### config.mk
export PLATFORM = sky130hd
export DESIGN_NAME = ext_logic_unit
export DESIGN_NICKNAME = d
export VERILOG_FILES = /design/src/rtl/ext_logic_unit.sv
export SDC_FILE = /design/constraint.sdc
export NUM_CORES = 2
export LEC_CHECK = 0
export ABC_CLOCK_PERIOD_IN_PS = 5000
export BUFFER_PORTS_ARGS = -buffer_cell sky130_fd_sc_hd__buf_2
export CAP_MARGIN = 20
export CORE_UTILIZATION = 25
export DETAILED_ROUTE_END_ITERATION = 10
export GPL_ROUTABILITY_DRIVEN = 0
export HOLD_SLACK_MARGIN = 0.03
export PLACE_DENSITY = 0.41
export SYNTH_ARGS = -nofsm -noshare
export SYNTH_HDL_FRONTEND = slang
export SYNTH_SLANG_ARGS = --single-unit
### constraint.sdc
create_clock -name clk -period 5 [get_ports clk]
set_clock_uncertainty 0.2 [all_clocks]
set_input_delay 0.5 -clock clk [delete_from_list [all_inputs] [get_ports clk]]
set_output_delay 0.5 -clock clk [all_outputs]
set_load 0.05 [all_outputs]
### src/rtl/ext_logic_unit.sv
module ext_logic_unit #(
  parameter int XLEN = 32
) (
  input  logic            clk,
  input  logic            rst_n,
  input  logic            issue_valid,
  input  logic [15:0]     issue_op,
  input  logic [15:0]     issue_imm,
  input  logic            ld_en,
  input  logic [4:0]      ld_sel,
  input  logic [XLEN-1:0] ld_data,
  input  logic            psw_ld_en,
  input  logic [3:0]      psw_ld_data,
  input  logic [4:0]      rd_sel,
  output logic [XLEN-1:0] rd_data,
  output logic            op_done,
  output logic            flag_cy,
  output logic            flag_ov,
  output logic            flag_s,
  output logic            flag_z
);
  localparam int NREG = 32;
  localparam int HALF = XLEN / 2;

  logic [XLEN-1:0] gr [NREG];

  wire [4:0] f_lo  = issue_op[4:0];
  wire [4:0] f_hi  = issue_op[15:11];
  wire [5:0] f_sub = issue_op[10:5];

  wire do_ext  = issue_valid && f_hi == 5'd0 && f_sub[5:2] == 4'b0001;
  wire do_xor  = issue_valid && f_sub == 6'b001001;
  wire do_tst  = issue_valid && f_sub == 6'b001011;
  wire do_xori = issue_valid && f_sub == 6'b110101;
  wire do_flag = do_xor || do_xori || do_tst;

  wire [XLEN-1:0] opa = (f_lo == 5'd0) ? '0 : gr[f_lo];
  wire [XLEN-1:0] opb = (f_hi == 5'd0) ? '0 : gr[f_hi];

  logic [XLEN-1:0] ext_res, log_res;

  always_comb begin
    unique case (f_sub[1:0])
      2'b00:   ext_res = {{(XLEN-8){1'b0}}, opa[7:0]};
      2'b01:   ext_res = {{(XLEN-8){opa[7]}}, opa[7:0]};
      2'b10:   ext_res = {{(XLEN-HALF){1'b0}}, opa[HALF-1:0]};
      default: ext_res = {{(XLEN-HALF){opa[HALF-1]}}, opa[HALF-1:0]};
    endcase
  end

  always_comb begin
    if (do_xori)     log_res = opa ^ {{(XLEN-16){1'b0}}, issue_imm};
    else if (do_tst) log_res = opb & opa;
    else             log_res = opb ^ opa;
  end

  wire            wr_en  = do_ext || do_xor || do_xori;
  wire [4:0]      wr_sel = do_ext ? f_lo : f_hi;
  wire [XLEN-1:0] wr_val = do_ext ? ext_res : log_res;

  always_ff @(posedge clk) begin
    for (int i = 0; i < NREG; i++) begin
      if (!rst_n || i == 0)
        gr[i] <= '0;
      else if (wr_en && wr_sel == 5'(i))
        gr[i] <= wr_val;
      else if (ld_en && ld_sel == 5'(i))
        gr[i] <= ld_data;
    end
  end

  always_ff @(posedge clk) begin
    if (!rst_n) begin
      {flag_cy, flag_ov, flag_s, flag_z} <= 4'b0;
      op_done <= 1'b0;
    end else begin
      op_done <= do_ext || do_flag;
      if (do_flag) begin
        flag_ov <= 1'b0;
        flag_s  <= log_res[XLEN-1];
        flag_z  <= log_res == '0;
      end else if (psw_ld_en) begin
        {flag_cy, flag_ov, flag_s, flag_z} <= psw_ld_data;
      end
    end
  end

  assign rd_data = (rd_sel == 5'd0) ? '0 : gr[rd_sel];
endmodule


**Yosys cells after proc, flatten, opt, wreduce, memory -nomap -nowiden**

Memory sizes are Yosys's and may differ from the RTL's.
Index checks and enable logic that the tools add are counted.

- Register bits after elaboration: 5
- RAM bits: 1024
- Logic and storage cells: 513
- Memories kept: 1

Memories:

| memory | depth | width | read ports | clocked after memory_dff | write ports | line | RTL |
|---|---|---|---|---|---|---|---|
| gr | 32 | 32 | 3 | 0 | 32 | 25 | `logic [XLEN-1:0] gr [NREG];` |

- Equality and inequality tests: 68
- Muxes and demuxes: 292
- Bitwise logic cells: 67
- Reduce and logical (&&, ||, !) cells: 80

Operators by type and width:

| cell | count |
|---|---|
| $mux 32 | 68 |
| $mux 1 | 222 |
| $eq 5x5->1 const B | 32 |
| $pmux 32 s3 | 1 |
| $eq 5x4->1 const B | 16 |
| $logic_and 1x1->1 | 67 |
| $or 1x1->1 | 62 |
| $eq 5x3->1 const B | 8 |
| $and 32x32->32 | 1 |
| $logic_not 32->1 | 1 |
| $xor 32x16->32 | 1 |
| $xor 32x32->32 | 1 |
| $eq 5x2->1 const B | 4 |
| $logic_not 5->1 | 3 |
| $eq 6x4->1 const B | 2 |
| $eq 5x1->1 const B | 2 |
| $eq 6x6->1 const B | 1 |
| $logic_or 1x1->1 | 5 |
| $mux 5 | 1 |
| $eq 4x1->1 const B | 1 |
| $eq 2x1->1 const B | 1 |
| $eq 2x2->1 const B | 1 |
| $logic_not 2->1 | 1 |
| $not 1->1 | 2 |
| 3 further kinds | 3 |

**Depth between registers and ports, before layout**

- Word-level depth: 11
- Mapped depth: 21

**Worst setup path before layout**

OpenSTA, ideal clock, no wires.

- Kind: in2reg
- Start point: input issue_op[11]
- End point: memory gr[26][26], data pin
- Data arrival time: 4.049 ns
- Setup slack: 0.495 ns
- Stages: 14
- Path buffers: 4
- Cell sequence: clkbuf_1 -> buf_1 -> clkbuf_1 -> mux4_2 -> mux4_2 -> mux2_2 -> ha_1 -> mux2i_1 -> nor2_1 -> a21o_1 -> nand2_1 -> nand2_1 -> buf_2 -> a22o_1

RTL lines:

| element | line | RTL |
|---|---|---|
| start: declaration | 7 | `input logic [15:0] issue_op,` |
| end: declaration | 25 |  |

**Worst setup path after layout**

- Start point: input issue_op[11]
- End point: register flag_z

- Longest elaborated chain between the ends: 7

RTL lines:

| element | line | RTL |
|---|---|---|
| $mem_v2 32x32 / $logic_not 5->1 (equally long branches) | n/a |  |
| $mux 32 (*) | 38 | `wire [XLEN-1:0] opb = (f_hi == 5'd0) ? '0 : gr[f_hi];` |
| $xor 32x32->32 / $and 32x32->32 (equally long branches) | 54, 53 |  |
| $mux 32 (*) | 53 | `else if (do_tst) log_res = opb & opa;` |
| $mux 32 (*) | 52 | `if (do_xori) log_res = opa ^ {{(XLEN-16){1'b0}}, issue_imm};` |
| $logic_not 32->1 (*) | 81 | `flag_z <= log_res == '0;` |
| $mux 1 (*) | 78 | `if (do_flag) begin` |
| end signal: assignment | 83 | `{flag_cy, flag_ov, flag_s, flag_z} <= psw_ld_data;` |
| end: declaration | 20 | `output logic flag_z` |

Mark *: on every way between the ends. The rest lies on a longest branch, timed or not.
A chain may end at the register's enable or synchronous reset.

==> flow_summary.ini <==
[cells_and_area]
final_common_cell = a22o_1
nets = 4865
syn_to_final_growth_pct = 19.5
mostFrequentLayoutCells = a22o_1, edfxtp_1, mux4_2
finalInstanceArea_sq_um = 80900
layout-drive-gt1-share_pct = 37.6
fill_cells = 26600

[detailed_routing]
drtIter0Drc = 8180
ant_nets = 0
wl_um = 398000
vias_per_cell = 6.48
drt_pass1_iterations = 6
drc = 0
wire_per_inst_um = 47.2
vias = 54600

[global_route]
grt_pass1_wl_um = 519000
grt_max_degree = 57
grt.overflow.total = 0
grt_pass1_vias = 53200
grtUsageTotal_pct = 28.6
antenna_found_initial = 36

[yosys]
yosys.area.top_type = edfxtp_1
yosysWarnings = 0
yosys.area.top_type_share_pct = 44.0
synthArstFlopShare_pct = 0
synth_cells = 4670
ys_seq_area_share_pct = 44.1
syn_nets = 4785
synth-seq-cells = 997
synth.distinct_cells = 90
synth_area_leaders = edfxtp_1, mux4_2, a22o_1
syn_area_sq_um = 67800
syn_avg_cell_area_sq_um = 14.5
synth_edf_count = 992
ys.flop_type = edfxtp_1

[flow_run]
drv_cap = 0

[floorplanning]
initial_core_util_pct = 25.2
dieArea_sq_um = 273000
die_h_um = 523
dieWidth_um = 523
io_pins = 120
coreArea_sq_um = 269000
num_rows = 190

[clocking]
cts_tree = yes
cts-root-buf = clkbuf_16
clk_path_buf_depth = 3
clock-sinks = 997
path_clk_slew_ns = 0.05
clock_latency_ns = 0.84
cts_setup_buffers = 0
post_cts_resized = 0
ctsHoldBuffers = 8
cts_buffers = 135
htree_num_levels = 4

[timing]
fmax_ghz = 0.224
worst_slew_pin_slew_ns = 1.18
fin_crit_sh_pct = 89.5
rsz0062_at_grt = no
hold_viol = 0
max_slew_margin_pct = 21.2
fin_crit_ns = 4.47
drv_slew = 0
setup_viol = 0
tns_ns = 0
setup_ws_ns = 0.527

[worst_setup_path]
crit_top_cell = buf_4
startpoint_type = primary input
cp_top_family = multiplexers
critPathMaxStageDelay_ns = 0.54
crit_path_end_kind = register
critPathMaxFanout = 28
required_ns = 5.57
crit_path_top_delay_cell = mux4_2
arrival_ns = 5.04
crit_path_cell_trace = buf_8, buf_12, buf_4, mux4_2, mux4_2, mux2_2, ha_1, mux2i_1, nor2_1, a21oi_1, buf_4, and4_1, nand4_1, nor4_1, buf_4, a21o_1
crit_type = in -> reg
path_buf_inv = 5

[power]
p_total_mw = 25.3
powerDensity_nw_per_um2 = 312
irDropWorstVdd_v = 0.000370
cellLeakagePower_nw = 28.1

[run_status]
outcome = complete, no violations

[worst_hold_path]
hold_class = in -> reg

[placed_design]
port_buffers = 119
dp_worst_setup_slack_ns = -0.120
dpl_cell_area_sq_um = 76500
detailed_place_hpwl_um = 251000
## worst min-delay path: stages
cell and delay [ns]:
buf_2 0.22, mux2i_1 0.17, nor2_1 0.11, a21o_1 0.10
## kinds of logic after synthesis
logic type / count (synthesis) / share of synthesized area, %
AO/OA/AOI/OAI: 1382 / 17.2
XOR/XNOR: 16 / 0.207
adder cells (fa/ha/maj): 32 / 0.591
buffers and inverters: 700 / 4.88
flip-flops: 997 / 44.1
multiplexers: 1078 / 29.7
AND/OR/NAND/NOR: 465 / 3.35
## cell type report
cell class / instances / area [sq um] / share of cell area [%]
antenna: 17 / 42.5 / 0.0526
sequential: 997 / 29900 / 36.9
timing repair buffer: 634 / 6670 / 8.25
clock buffer: 165 / 3510 / 4.34
multi-input combinational: 2973 / 35500 / 43.9
clock inverter: 79 / 847 / 1.05
tap: 3552 / 4440 / 5.49
inverter: 9 / 33.8 / 0.0417
## sequential cells by signal (all words and copies together) (netlist names)
name,count
flag_cy,1
flag_ov,1
flag_z,1
op_done,1
flag_s,1
gr,992
## final timing paths
kind,from,endpoint,slack [ns],cells past startpoint
hold / removal,psw_ld_en,flag_z,0.13,4
hold reg to reg,flag_z,flag_z,0.72,3
setup reg to reg,gr[6][16],flag_z,0.72,13
setup / recovery,issue_op[11],flag_z,0.53,16
## Yosys cell counts (7+ instances only)
library cell	instances
nor3_1	52
xor2_1	12
nand3_1	38
ha_1	32
o221ai_1	39
mux4_1	18
buf_1	68
nand4_1	10
o21ai_1	19
o21ai_0	15
mux4_2	705
a21o_1	8
buf_4	23
nor2_1	140
mux2i_1	188
mux2_2	161
o22ai_1	46
edfxtp_1	992
buf_2	143
a211oi_1	18
inv_1	8
buf_12	11
and3_1	10
buf_6	25
nor2b_1	29
a22oi_1	45
clkbuf_1	415
a22oi_2	8
o21ai_2	7
a221o_1	10
nand2b_1	17
nand2_1	112
a21oi_1	48
o211ai_1	10
a221oi_1	18
a22o_1	1038
a31oi_1	9
## report_power, final
part / switching, mW / internal [mW] / leakage [nW]
logic: 3.54 / 1.97 / 15.7
registers: 0.265 / 9.51 / 10.3
clock network: 4.27 / 5.70 / 2.11
total: 8.07 / 17.2 / 28.1
## layer usage
layer / vias up / track usage (%) / wire (um)
met5: - / 0 / 118
met4: 18 / 19.3 / 30000
met1: 29300 / 35.1 / 149000
met2: 4043 / 43.2 / 175000
met3: 1070 / 8.53 / 43200
li1: 20200 / - / -
## through the flow
step / hold WS, ns / utilization [%] / instances
CTS: 0.0594 / 30.1 / 8409
floorplan: 0.463 / - / 4670
finish: 0.129 / 30.1 / 8426
detailed placement: 0.253 / 28.5 / 8157
global placement: 0.246 / 28.4 / 8153
global route: 0.148 / 30.1 / 8418
(Power assumes the default switching activity.)
